===== config.mk =====
export PLATFORM = sky130hd
export DESIGN_NAME = redirect_select
export DESIGN_NICKNAME = d
export VERILOG_FILES = /design/src/rtl/redsel_pkg.sv /design/src/rtl/redsel_slot_qual.sv /design/src/rtl/redsel_first_pick.sv /design/src/rtl/redirect_select.sv
export SDC_FILE = /design/constraint.sdc
export NUM_CORES = 1
export LEC_CHECK = 0
export BUFFER_PORTS_ARGS = -buffer_cell sky130_fd_sc_hd__buf_2
export CAP_MARGIN = 10
export CORE_AREA = 2 2 186 188
export CTS_CLUSTER_DIAMETER = 30
export DETAILED_ROUTE_END_ITERATION = 6
export DIE_AREA = 0 0 188 190
export REMOVE_ABC_BUFFERS = 1
export SLEW_MARGIN = 10
export SYNTH_ARGS = -nofsm -noshare
export SYNTH_HDL_FRONTEND = slang
export SYNTH_SLANG_ARGS = --single-unit
export TNS_END_PERCENT = 20

===== constraint.sdc =====
create_clock -name clk -period 1.03 [get_ports clk]
set_input_delay 0.206 -clock clk [delete_from_list [all_inputs] [get_ports clk]]
set_output_delay 0.206 -clock clk [all_outputs]
set_load 0.005 [all_outputs]

===== src/rtl/redsel_pkg.sv =====
package redsel_pkg;

    typedef enum logic [1:0] {
        EV_NONE    = 2'd0,
        EV_MISPRED = 2'd1,
        EV_ORDER   = 2'd2
    } redir_kind_e;

endpackage


===== src/rtl/redsel_slot_qual.sv =====
module redsel_slot_qual #(
    parameter int SLOTS = 4,
    parameter int IDX_W = 2
) (
    input  logic [SLOTS-1:0] vld,
    input  logic [SLOTS-1:0] squashed,
    input  logic [SLOTS-1:0] mispred,
    input  logic             viol,
    input  logic [IDX_W-1:0] viol_slot,
    output logic [SLOTS-1:0] live,
    output logic [SLOTS-1:0] ev_mis,
    output logic [SLOTS-1:0] ev_ord
);
    // live[i]: slots 0..i all valid (group ends at first hole)
    assign live[0] = vld[0];
    for (genvar i = 1; i < SLOTS; i++) begin : g_live
        assign live[i] = live[i-1] & vld[i];
    end

    for (genvar i = 0; i < SLOTS; i++) begin : g_ev
        logic eligible;
        assign eligible  = live[i] & ~squashed[i];
        assign ev_mis[i] = eligible & mispred[i];
        assign ev_ord[i] = eligible & viol & (viol_slot == IDX_W'(i));
    end
endmodule


===== src/rtl/redsel_first_pick.sv =====
module redsel_first_pick #(
    parameter int SLOTS = 4,
    parameter int IDX_W = 2
) (
    input  logic [SLOTS-1:0] req,
    output logic             found,
    output logic [IDX_W-1:0] idx
);
    always_comb begin
        found = 1'b0;
        idx   = '0;
        for (int i = SLOTS - 1; i >= 0; i--) begin
            if (req[i]) begin
                found = 1'b1;
                idx   = IDX_W'(i);
            end
        end
    end
endmodule


===== src/rtl/redirect_select.sv =====
module redirect_select
    import redsel_pkg::*;
#(
    parameter int SLOTS = 4,
    parameter int SEQ_W = 16,
    parameter int PC_W  = 32,
    localparam int IDX_W = (SLOTS > 1) ? $clog2(SLOTS) : 1
) (
    input  logic                   clk,
    input  logic                   rst_n,
    input  logic [SLOTS-1:0]       grp_vld,
    input  logic [SLOTS-1:0]       grp_squashed,
    input  logic [SLOTS-1:0]       grp_mispred,
    input  logic [SLOTS-1:0]       grp_pred_taken,
    input  logic [SLOTS*SEQ_W-1:0] grp_seq,
    input  logic [SLOTS*PC_W-1:0]  grp_pc,
    input  logic [SLOTS*PC_W-1:0]  grp_target,
    input  logic                   ord_viol,
    input  logic [IDX_W-1:0]       ord_viol_slot,
    input  logic [SEQ_W-1:0]       ord_viol_seq,
    output logic [SLOTS-1:0]       cm_vld,
    output logic [SLOTS-1:0]       cm_squashed,
    output logic                   rd_squash,
    output logic                   rd_mispredict,
    output logic [SEQ_W-1:0]       rd_seq,
    output logic [PC_W-1:0]        rd_pc,
    output logic [PC_W-1:0]        rd_next_pc,
    output logic                   rd_taken,
    output logic                   iq_viol_vld,
    output logic [SEQ_W-1:0]       iq_viol_cur_seq,
    output logic [SEQ_W-1:0]       iq_viol_src_seq
);
    typedef struct packed {
        logic [SLOTS-1:0] cm_vld;
        logic [SLOTS-1:0] cm_sq;
        logic             squash;
        logic             mispred;
        logic [SEQ_W-1:0] seq;
        logic [PC_W-1:0]  pc;
        logic [PC_W-1:0]  npc;
        logic             taken;
        logic             viol;
        logic [SEQ_W-1:0] viol_src;
    } out_t;

    out_t state_d, state_q;

    logic [SLOTS-1:0] live, ev_mis, ev_ord, ev_any;
    logic             hit;
    logic [IDX_W-1:0] hit_idx;
    redir_kind_e      kind;

    redsel_slot_qual #(.SLOTS(SLOTS), .IDX_W(IDX_W)) u_qual (
        .vld       (grp_vld),
        .squashed  (grp_squashed),
        .mispred   (grp_mispred),
        .viol      (ord_viol),
        .viol_slot (ord_viol_slot),
        .live      (live),
        .ev_mis    (ev_mis),
        .ev_ord    (ev_ord)
    );

    assign ev_any = ev_mis | ev_ord;

    redsel_first_pick #(.SLOTS(SLOTS), .IDX_W(IDX_W)) u_pick (
        .req   (ev_any),
        .found (hit),
        .idx   (hit_idx)
    );

    always_comb begin
        state_d        = '0;
        state_d.cm_vld = live;
        state_d.cm_sq  = live & grp_squashed;
        kind           = EV_NONE;
        if (hit) begin
            // mispredict wins over an ordering event on the same slot
            kind = ev_mis[hit_idx] ? EV_MISPRED : EV_ORDER;
        end
        if (kind != EV_NONE) begin
            state_d.squash = 1'b1;
            state_d.seq    = grp_seq[hit_idx*SEQ_W +: SEQ_W];
            state_d.pc     = grp_pc[hit_idx*PC_W +: PC_W];
            state_d.npc    = grp_target[hit_idx*PC_W +: PC_W];
        end
        if (kind == EV_MISPRED) begin
            state_d.mispred = 1'b1;
            state_d.taken   = ~grp_pred_taken[hit_idx];
        end
        if (kind == EV_ORDER) begin
            state_d.viol     = 1'b1;
            state_d.viol_src = ord_viol_seq;
        end
    end

    always_ff @(posedge clk or negedge rst_n) begin
        if (!rst_n) begin
            state_q <= '0;
        end else begin
            state_q <= state_d;
        end
    end

    assign cm_vld          = state_q.cm_vld;
    assign cm_squashed     = state_q.cm_sq;
    assign rd_squash       = state_q.squash;
    assign rd_mispredict   = state_q.mispred;
    assign rd_seq          = state_q.seq;
    assign rd_pc           = state_q.pc;
    assign rd_next_pc      = state_q.npc;
    assign rd_taken        = state_q.taken;
    assign iq_viol_vld     = state_q.viol;
    assign iq_viol_cur_seq = state_q.viol ? state_q.seq : '0;
    assign iq_viol_src_seq = state_q.viol_src;
endmodule


==> results.md, run 1 <==
Pwr:
- Summed over all cells, the static leakage comes to 5.70 nW.
- The power density over cell area is 1000 nW/um^2.
- The worst-case IR drop observed on VDD is 0.000853 V.

Yosys:
- The combined area of all synthesized cells is 5230 um^2.
- Synthesis produced 457 cells.
- The fraction of the mapped netlist area in compound gates is 0.210.
- The share of synthesized flip-flops with an asynchronous set or reset is 1.00.
- A synthesized cell averages 11.4 um^2.
- The count of different cell masters after synthesis is 38.
- For this run, the register share of the synthesized area comes to 0.517.
- The total of flip-flops plus latches after synthesis is 108.
- Yosys printed 0 warnings.
- The count of flip-flops with a built-in enable after synthesis is 0.
- The post-synthesis share of cell area spent on full adders, half adders and majority gates is 0.
- The prevailing post-synth register cell is sky130_fd_sc_hd__dfrtp_1.
- After synthesis, the largest family of logic cells by area is compound AO/OA/AOI/OAI gates.
- Sorting the synthesized cells by area gives the leading types as sky130_fd_sc_hd__dfrtp_1 52%, sky130_fd_sc_hd__mux2i_1 15%, sky130_fd_sc_hd__a22oi_1 11%, sky130_fd_sc_hd__o21ai_1 7.7%, sky130_fd_sc_hd__and2_1 4.3%.
- The mux contribution to synthesized area is 0.153.
- Of the total synthesized cell area, the portion taken by AND, OR, NAND and NOR gates is 0.0768.
- The share of synthesized area in the top cell type comes to 0.517.
- Of the total synthesized cell area, the portion taken by XOR and XNOR cells is 0.
- The top cell type by total area after synthesis is sky130_fd_sc_hd__dfrtp_1.

Critical path:
- The sort of element at the start of the critical path is a flip-flop.
- The slowest stage of the critical path belongs to the cell sky130_fd_sc_hd__dfrtp_2.
- The kind of end point of the critical path is an output pin.
- At the worst endpoint, the arrival time is 1.18 ns.
- Walking the worst path, the cells encountered are buf_6, and2_1, buf_2.
- On the critical path the largest part of the delay comes from flip-flops.
- The worst endpoint required time is 0.82 ns.
- In this design, the stage delay of the slowest critical-path cell is 0.41 ns.
- Along the worst path, the maximum fanout reaches 9.
- The number of buffers and inverters on the critical path is 2.
- By startpoint and endpoint, the worst setup path is classified as reg -> out.

Clocking:
- The tree is rooted in a sky130_fd_sc_hd__clkbuf_16.
- The longest clock path from root to sink contains 2 buffers.
- The count of clock tree sinks is 108.
- Clock-pin slew was measured on the worst setup and hold paths at 0.07 ns.
- The total CTS buffers is 9.
- The CTS tree is built.
- The H-tree was split into 3 levels.

Global route:
- The largest net degree at the start of global routing is 56.
- The initial antenna violation count is 1.
- The global-route wire length before repair is 36500 um.
- The global routing usage summed across all routing layers is 0.140.
- The number of global-route vias before repair was 6147.
- For this run the aggregate overflow at the end of global routing stands at 0.

Route:
- In the final routed layout, each cell accounts on average for ~18 um.
- The routed design has between 20000 and 30000 um of wire.
- After detailed routing, the number of remaining DRC violations is 0.
- The vias after detailed routing is around 6100.
- The total met2 wirelength after detailed routing is 13800 um.
- The number of nets still failing antenna checks after routing is 0.
- The DRC marker count from the first detailed-route iteration is between 200 and 250.
- Dividing the detail-routed via count by the number of cells gives 4.16.
- The first TritonRoute pass finished after 4 iterations.
- The routed design uses 2060 um of met3 wire.
- The top routing layer in use is met5.
- The met1 wire length is roughly 10000 um.

Timing:
- The number of failing setup endpoints in the final timing report is around 220.
- The shortest period the worst path allows is 1.38 ns.
- Static timing analysis puts the maximum clock frequency at 723 MHz.
- The number of pins exceeding their max-slew limit in the final report is 0.
- The final-layout worst hold slack is 0.0422 ns.
- For the pin with the worst max-slew slack, the measured transition is 0.360 ns.
- Setup slack on the critical path of the routed design comes to -0.353 ns.
- Headroom to the max-slew limit came out at 0.753.
- Setup repair after global routing could not meet its margin everywhere.
- The share of the cycle needed by the critical path after routing is 1.34.
- The hold violation total from the final report is 0.

Worst hold path:
- The hold path depth is 2.
- In this run the most critical hold path is launched from grp_squashed[2].
- The classification of the worst-slack hold path is in -> reg.
- For hold timing, the worst endpoint is cm_squashed[2]$_DFF_PN0_.

Outcome:
- The flow ran to the end, but the final reports show violations.
- The checks that failed: setup timing.

Floorplanning:
- For this design the top-level I/O count stands at between 400 and 500.
- In this run the horizontal extent of the chip is 188 um.
- The die covers approximately 36000 um^2.
- The number of rows created at floorplan is around 70.
- For this configuration, the core starts out at a cell density of 0.154.
- Measured along the y axis, the die boundary spans 190 um.
- The core outline area is 33900 um^2.

Final layout:
- After filler insertion, the fill cell instance count of the layout stands at 3413.
- Of the cells placed in the final design, the portion with a size suffix greater than 1 is 0.736.
- The repair_antennas step left the layout with diodes totalling 0.
- The library cell used most frequently in the layout, excluding fill and tap cells, is sky130_fd_sc_hd__buf_2.
- Compared with the post-synthesis result, the final layout area differs by 103%.
- The number of nets in the final layout is 1374.
- The library cells used most frequently in the layout, excluding fill and tap cells, are 460 x sky130_fd_sc_hd__buf_2, 107 x sky130_fd_sc_hd__dfrtp_1, 55 x sky130_fd_sc_hd__mux2i_1.
- The final design instance area without fill is between 10000 and 15000 um^2.

Flow run:
- Across the run, the number of max-cap violations was 0.

Placement:
- The count of input and output buffers is 480.
- The cell area after placement is 8660 um^2.
- The final weighted congestion in routability-driven placement is ~0.86.
- The half-perimeter wire length after detailed placement is 18700 um.
worst max path at each step:
stage                     startpoint                       end  cells after the start
2_1_floorplan       ord_viol_slot[0]   rd_next_pc[0]$_DFF_PN0_                      5
5_1_grt        iq_viol_vld$_DFF_PN0_        iq_viol_cur_seq[6]                      3
6_report       iq_viol_vld$_DFF_PN0_        iq_viol_cur_seq[5]                      3
3_5_place_dp                ord_viol       rd_pc[23]$_DFF_PN0_                      8
3_3_place_gp                ord_viol  rd_next_pc[20]$_DFF_PN0_                      8
4_1_cts        iq_viol_vld$_DFF_PN0_        iq_viol_cur_seq[6]                      3
Yosys cell counts (2+ instances only):
cell / count
sky130_fd_sc_hd__a22oi_1: 80
sky130_fd_sc_hd__and2_1: 36
sky130_fd_sc_hd__and3b_1: 2
sky130_fd_sc_hd__and3_1: 2
sky130_fd_sc_hd__dfrtp_1: 108
sky130_fd_sc_hd__nand3b_1: 2
sky130_fd_sc_hd__nor3_1: 2
sky130_fd_sc_hd__a31oi_1: 2
sky130_fd_sc_hd__clkbuf_1: 12
sky130_fd_sc_hd__o21ai_1: 80
sky130_fd_sc_hd__mux2i_1: 80
sky130_fd_sc_hd__buf_2: 10
sky130_fd_sc_hd__nor2_1: 3
sky130_fd_sc_hd__nand2_1: 2
sky130_fd_sc_hd__buf_6: 9
sky130_fd_sc_hd__buf_1: 4
sky130_fd_sc_hd__inv_1: 2
sequential cells by signal (all words and copies together), names as in the netlist:
signal	flops
cm_squashed	4
cm_vld	4
iq_viol_src_seq	16
iq_viol_vld	1
rd_mispredict	1
rd_next_pc	32
rd_pc	32
rd_seq	16
rd_squash	1
rd_taken	1
per-layer routing:
metal  track usage  up-vias
li1              -     2834
met2         0.246      332
met4        0.0651        2
met5             0        -
met3        0.0433       37
met1         0.155     2929
where the power goes:
part           switching, mW  leakage (nW)  internal [mW]
registers             0.0833          1.45           4.47
clock network           1.66         0.136           1.88
logic                   1.15          4.11           1.42
total                   2.89          5.70           7.76
cell families (layout without fill, tap and decap cells):
family,Yosys count,in the layout
muxes,80,80
and+or+nand+nor,61,61
AOI/OAI and AO/OA,170,170
buffers and inverters,38,602
DFF,108,108
cell type report:
class                      count  area (um^2)  area share
clock buffer                  11          233      0.0219
timing repair buffer         585         4010       0.378
inverter                       2         7.51    0.000708
tap                          455          569      0.0537
multi-input combinational    311         3030       0.286
clock inverter                 4         51.3     0.00484
sequential                   108         2700       0.255
through the flow:
step / setup WS [ns] / total power [mW] / setup TNS (ns) / util / instances
after floorplan: -2.96 / 5.16 / -290.18 / - / 421
after global placement: -0.616 / 6.56 / -54.39 / 0.255 / 1419
after detailed placement: -0.643 / 6.58 / -57.56 / 0.255 / 1419
after CTS: -0.385 / 10.6 / -34.00 / 0.294 / 1467
after global routing: -0.422 / 11.2 / -37.83 / 0.312 / 1476
final: -0.353 / 10.7 / -30.15 / 0.312 / 1476
repair_timing:
action | 4_1_cts | 5_1_grt
resized for setup | 130 | 124
setup buffers | 25 | 11
hold buffers | 1 | 0
pin swaps | 50 | 46
hold endpoints to repair | 108 | 0
setup endpoints to repair | 223 | 224
gates cloned | 10 | 1
Power figures use the tool's default switching activity.
==> run 2, diff against run 1 <==
--- a/config.mk
+++ b/config.mk
@@ -5,12 +5,12 @@
 export SDC_FILE = /design/constraint.sdc
 export NUM_CORES = 1
 export LEC_CHECK = 0
+export ABC_AREA = 1
 export BUFFER_PORTS_ARGS = -buffer_cell sky130_fd_sc_hd__buf_2
-export CAP_MARGIN = 10
-export CORE_AREA = 2 2 186 188
+export CORE_AREA = 2 2 185 187
 export CTS_CLUSTER_DIAMETER = 30
 export DETAILED_ROUTE_END_ITERATION = 6
-export DIE_AREA = 0 0 188 190
+export DIE_AREA = 0 0 187 189
 export REMOVE_ABC_BUFFERS = 1
 export SLEW_MARGIN = 10
 export SYNTH_ARGS = -nofsm -noshare
==> run 2 against run 1 <==
Die area down 1.1%; maximum frequency down 3.2%; critical path depth up 9; area after synthesis up 42%; the run still ends with setup timing left; sequential share of layout area down 5.2 points; clock power up 3%; hold slack better by 0.0054 ns; sequential cell count unchanged; via count up 59%; non-clock buffer count up 23; critical endpoint is now rd_next_pc[8]$_DFF_PN0_.
==> results.md, run 2 <==
Critical path:
- The critical path start-end classification is in -> reg (was reg -> out).
- The critical path's slowest cell is sky130_fd_sc_hd__clkbuf_16 (was sky130_fd_sc_hd__dfrtp_2).
- The largest fanout on the critical path is 8 (was 9).
- Critical path, cell by cell: buf_2, inv_2, nand3_2, a21oi_4, inv_2, nand2_8, buf_12, nand2_8, clkbuf_16, nand2_2, nand3_1, a21oi_1 (was buf_6, and2_1, buf_2).
- The sort of element at the start of the critical path is an input port (was flip-flop).
- The largest stage delay on the critical path is 0.20 ns (was 0.41 ns).
- The kind of end point of the critical path is a flip-flop (was output pin).
- The critical path data arrival time is 1.71 ns (was 1.18 ns).
- The worst endpoint required time is 1.31 ns (was 0.82 ns).

Clocking:
- The level count of the clock H-tree is 3 (unchanged).
- The number of buffers on the longest clock path is 2 (unchanged).
- The CTS tree is built (unchanged).
- The total CTS buffers was 9 (unchanged).
- The master cell of the clock root buffer is sky130_fd_sc_hd__clkbuf_16 (unchanged).
- The post-CTS clock slew at the launch and capture registers of the worst setup and hold paths is 0.08 ns (was 0.07 ns).
- The count of clock tree sinks was 108 (unchanged).

Global route:
- The global routing usage summed across all routing layers was 0.190 (was 0.140).
- The number of global-route vias before repair is 9419 (was 6147).
- The largest net degree at the start of global routing is 56 (unchanged).
- The global-route wire length before repair is 52200 um (was 36500 um).
- The initial antenna violation count is 1 (unchanged).
- The total congestion overflow after global routing is 0 (unchanged).

Timing:
- The shortest period the worst path allows was 1.43 ns (was 1.38 ns).
- Unrepaired setup endpoints after global routing: yes (unchanged).
- The share of the cycle needed by the critical path after routing came to 1.39 (was 1.34).
- The headroom to the max-slew limit was 0.736 (was 0.753).
- The number of failing setup endpoints in the final timing report was 224 (unchanged).
- The pin slew with the least headroom to its limit came to 0.396 ns (was 0.360 ns).
- The maximum frequency from static timing analysis came to 700 MHz (was 723 MHz).
- The hold violation total from the final report is 0 (unchanged).
- The number of pins exceeding their max-slew limit in the final report is 0 (unchanged).
- The worst setup margin is -0.399 ns (was -0.353 ns).

Pwr:
- The proportion of total power due to net switching is 0.333 (was 0.271).
- The net switching power was 4.02 mW (was 2.89 mW).
- The worst vdd rail ir drop is 0.000691 V (was 0.000853 V).
- The part of the total power dissipated in the clock network is 0.301 (was 0.332).
- The sequential fraction of design power was 0.383 (was 0.427).
- The power density over cell area is 906 nW/um^2 (was 1000 nW/um^2).
- The part of the total power dissipated in combinational logic is 0.316 (was 0.241).
- The leakage power total is 7.87 nW (was 5.70 nW).
- The cell internal power dissipation is 8.04 mW (was 7.76 mW).
- The total power consumption of the routed design was 12.1 mW (was 10.7 mW).

Yosys:
- The share of synthesized flip-flops with an asynchronous set or reset was 1.00 (unchanged).
- The total of flip-flops plus latches after synthesis is 108 (unchanged).
- The total of warnings raised by yosys is 0 (unchanged).
- Area contributors post-synth: sky130_fd_sc_hd__dfrtp_1 37%, sky130_fd_sc_hd__nand3_1 17%, sky130_fd_sc_hd__inv_1 14%, sky130_fd_sc_hd__nand2_1 10%, sky130_fd_sc_hd__nand3b_1 8.2% (was sky130_fd_sc_hd__dfrtp_1 52%, sky130_fd_sc_hd__mux2i_1 15%, sky130_fd_sc_hd__a22oi_1 11%, sky130_fd_sc_hd__o21ai_1 7.7%, sky130_fd_sc_hd__and2_1 4.3%).
- The top cell type by total area after synthesis is sky130_fd_sc_hd__dfrtp_1 (unchanged).
- Top cells by instance count after synthesis: 284 x sky130_fd_sc_hd__inv_1, 246 x sky130_fd_sc_hd__nand3_1, 201 x sky130_fd_sc_hd__nand2_1 (was 108 x sky130_fd_sc_hd__dfrtp_1, 80 x sky130_fd_sc_hd__a22oi_1, 80 x sky130_fd_sc_hd__mux2i_1, 80 x sky130_fd_sc_hd__o21ai_1, 36 x sky130_fd_sc_hd__and2_1).
- The count of different cell masters after synthesis came to 21 (was 38).
- The combined area of all synthesized cells is 7400 um^2 (was 5230 um^2).
- The count of flip-flops with a built-in enable after synthesis came to 0 (unchanged).
- The mean instance size in the synthesized netlist came to 6.58 um^2 (was 11.4 um^2).
- The prevailing post-synth register cell is sky130_fd_sc_hd__dfrtp_1 (unchanged).
- The synthesized instance count is 1124 (was 457).
- The sequential fraction of the synthesis area is 0.365 (was 0.517).
- The fraction of post-synthesis cell area in the top cell type by area came to 0.365 (was 0.517).
- The most frequently used cell type in the post-synthesis netlist is sky130_fd_sc_hd__inv_1 (was sky130_fd_sc_hd__dfrtp_1).

Floorplanning:
- The top-level I/O count is 481 (unchanged).
- The number of rows created at floorplan is 67 (was 68).
- The die width came to 187 um (was 188 um).
- The initial standard-cell utilization of the core is 0.222 (was 0.154).
- The core outline area is 33300 um^2 (was 33900 um^2).
- The floorplan die height is 189 um (was 190 um).
- The area of the die was 35300 um^2 (was 35700 um^2).

Route:
- The number of remaining DRC errors is 0 (unchanged).
- The vias after detailed routing is 9734 (was 6134).
- The routed wire length is 37400 um (was 26700 um).
- The DRC marker count from the first detailed-route iteration is 390 (was 218).
- The per-cell routed wire length is 17.7 um (was 18.1 um).
- The number of nets still failing antenna checks after routing is 0 (unchanged).
- The first-pass detailed-route iteration total came to 5 (was 4).
- The average vias per placed instance is 4.59 (was 4.16).

Final layout:
- The number of nets in the final layout is 2023 (was 1374).
- The synthesis-to-layout area growth is 80.0% (was 103%).
- The commonest non-fill, non-tap cell in the layout is sky130_fd_sc_hd__buf_2 (unchanged).
- The final design instance area without fill is 13300 um^2 (was 10600 um^2).
- The antenna diode count is 0 (unchanged).
- The proportion of layout cells with a drive suffix above 1 is 0.490 (was 0.736).
- Commonest cells after routing, fill and taps aside: 474 x sky130_fd_sc_hd__buf_2, 280 x sky130_fd_sc_hd__inv_1, 170 x sky130_fd_sc_hd__nand3_1 (was 460 x sky130_fd_sc_hd__buf_2, 107 x sky130_fd_sc_hd__dfrtp_1, 55 x sky130_fd_sc_hd__mux2i_1).

Placement:
- The half-perimeter wire length after detailed placement is 24200 um (was 18700 um).
- The final weighted congestion in routability-driven placement is 0.887 (was 0.857).
- The count of input and output buffers came to 480 (unchanged).
- The cell area after placement was 10800 um^2 (was 8660 um^2).

Outcome:
- Outcome: finished with violations (unchanged).
- Violations in the final reports: setup timing (unchanged).

Flow run:
- The max-capacitance violation count is 0 (unchanged).

Worst hold path:
- The classification of the worst-slack hold path was in -> reg (unchanged).
run 2: power groups by stage:
stage / sequential (mW) / combinational [mW] / clock (mW)
floorplan: 4.73 / 1.10 / 0
global placement: 4.70 / 2.89 / 0
detailed placement: 4.70 / 2.91 / 0
CTS: 4.62 / 3.39 / 3.74
global route: 4.65 / 4.13 / 3.94
finish: 4.62 / 3.81 / 3.63
run 2: path summary, 6_finish.rpt:
check                      slack, ns             start  cells after the start                           end
min                             0.05   ord_viol_seq[6]                      3  iq_viol_src_seq[6]$_DFF_PN0_
max in group asynchronous       0.23             rst_n                      3          rd_seq[12]$_DFF_PN0_
max                            -0.40  ord_viol_slot[1]                     12       rd_next_pc[8]$_DFF_PN0_
min in group asynchronous       0.31             rst_n                      2           rd_pc[22]$_DFF_PN0_
run 2: cells by family (layout without fill, tap and decap cells):
kind of cell,after synthesis,in the layout,synth area share
AO/OA/AOI/OAI,83,83,0.0572
buffers and inverters,372,914,0.200
flip-flops,108,108,0.365
AND/OR/NAND/NOR,561,566,0.377
run 2: layout make-up:
type / count / area (um^2)
clock buffers: 9 / 225
clock inverters: 7 / 58.8
fillers: 3453 / 20000
inverters: 290 / 1120
multi-input cells: 649 / 4150
flip-flops and latches: 108 / 2700
well taps: 448 / 561
repair buffers: 608 / 4490
run 2: metrics by stage:
step	TNS (ns)	instances	utilization	hold slack, ns	worst slack, ns
finish	-40.21	2119	0.400	0.0475	-0.399
global route	-51.59	2119	0.400	0.0361	-0.440
CTS	-42.19	2101	0.370	0.0237	-0.391
detailed placement	-76.90	2042	0.324	0.162	-0.869
global placement	-72.81	2042	0.324	0.158	-0.801
floorplan	-336.36	1042	-	-0.0896	-3.61
run 2: timing repair:
| action | CTS | global route |
|---|---|---|
| endpoints found under the hold margin | 9 | 0 |
| pin swaps | 50 | 62 |
| setup buffers | 23 | 3 |
| hold buffers | 1 | 0 |
| gates resized for setup | 125 | 167 |
| setup endpoints to repair | 223 | 224 |
| cloned | 19 | 17 |
run 2: layer usage:
metal,vias to the layer above,track usage,wire length (um)
met4,2,0.0678,1060
met3,69,0.0391,2760
li1,4548,-,-
met2,505,0.338,18800
met5,-,0,13
met1,4610,0.228,14800
run 2: critical path, delay by kind of cell:
family | cells | cell delay (ns)
buffers and inverters | 5 | 0.63
AND/OR/NAND/NOR | 5 | 0.51
AO/OA/AOI/OAI | 2 | 0.36
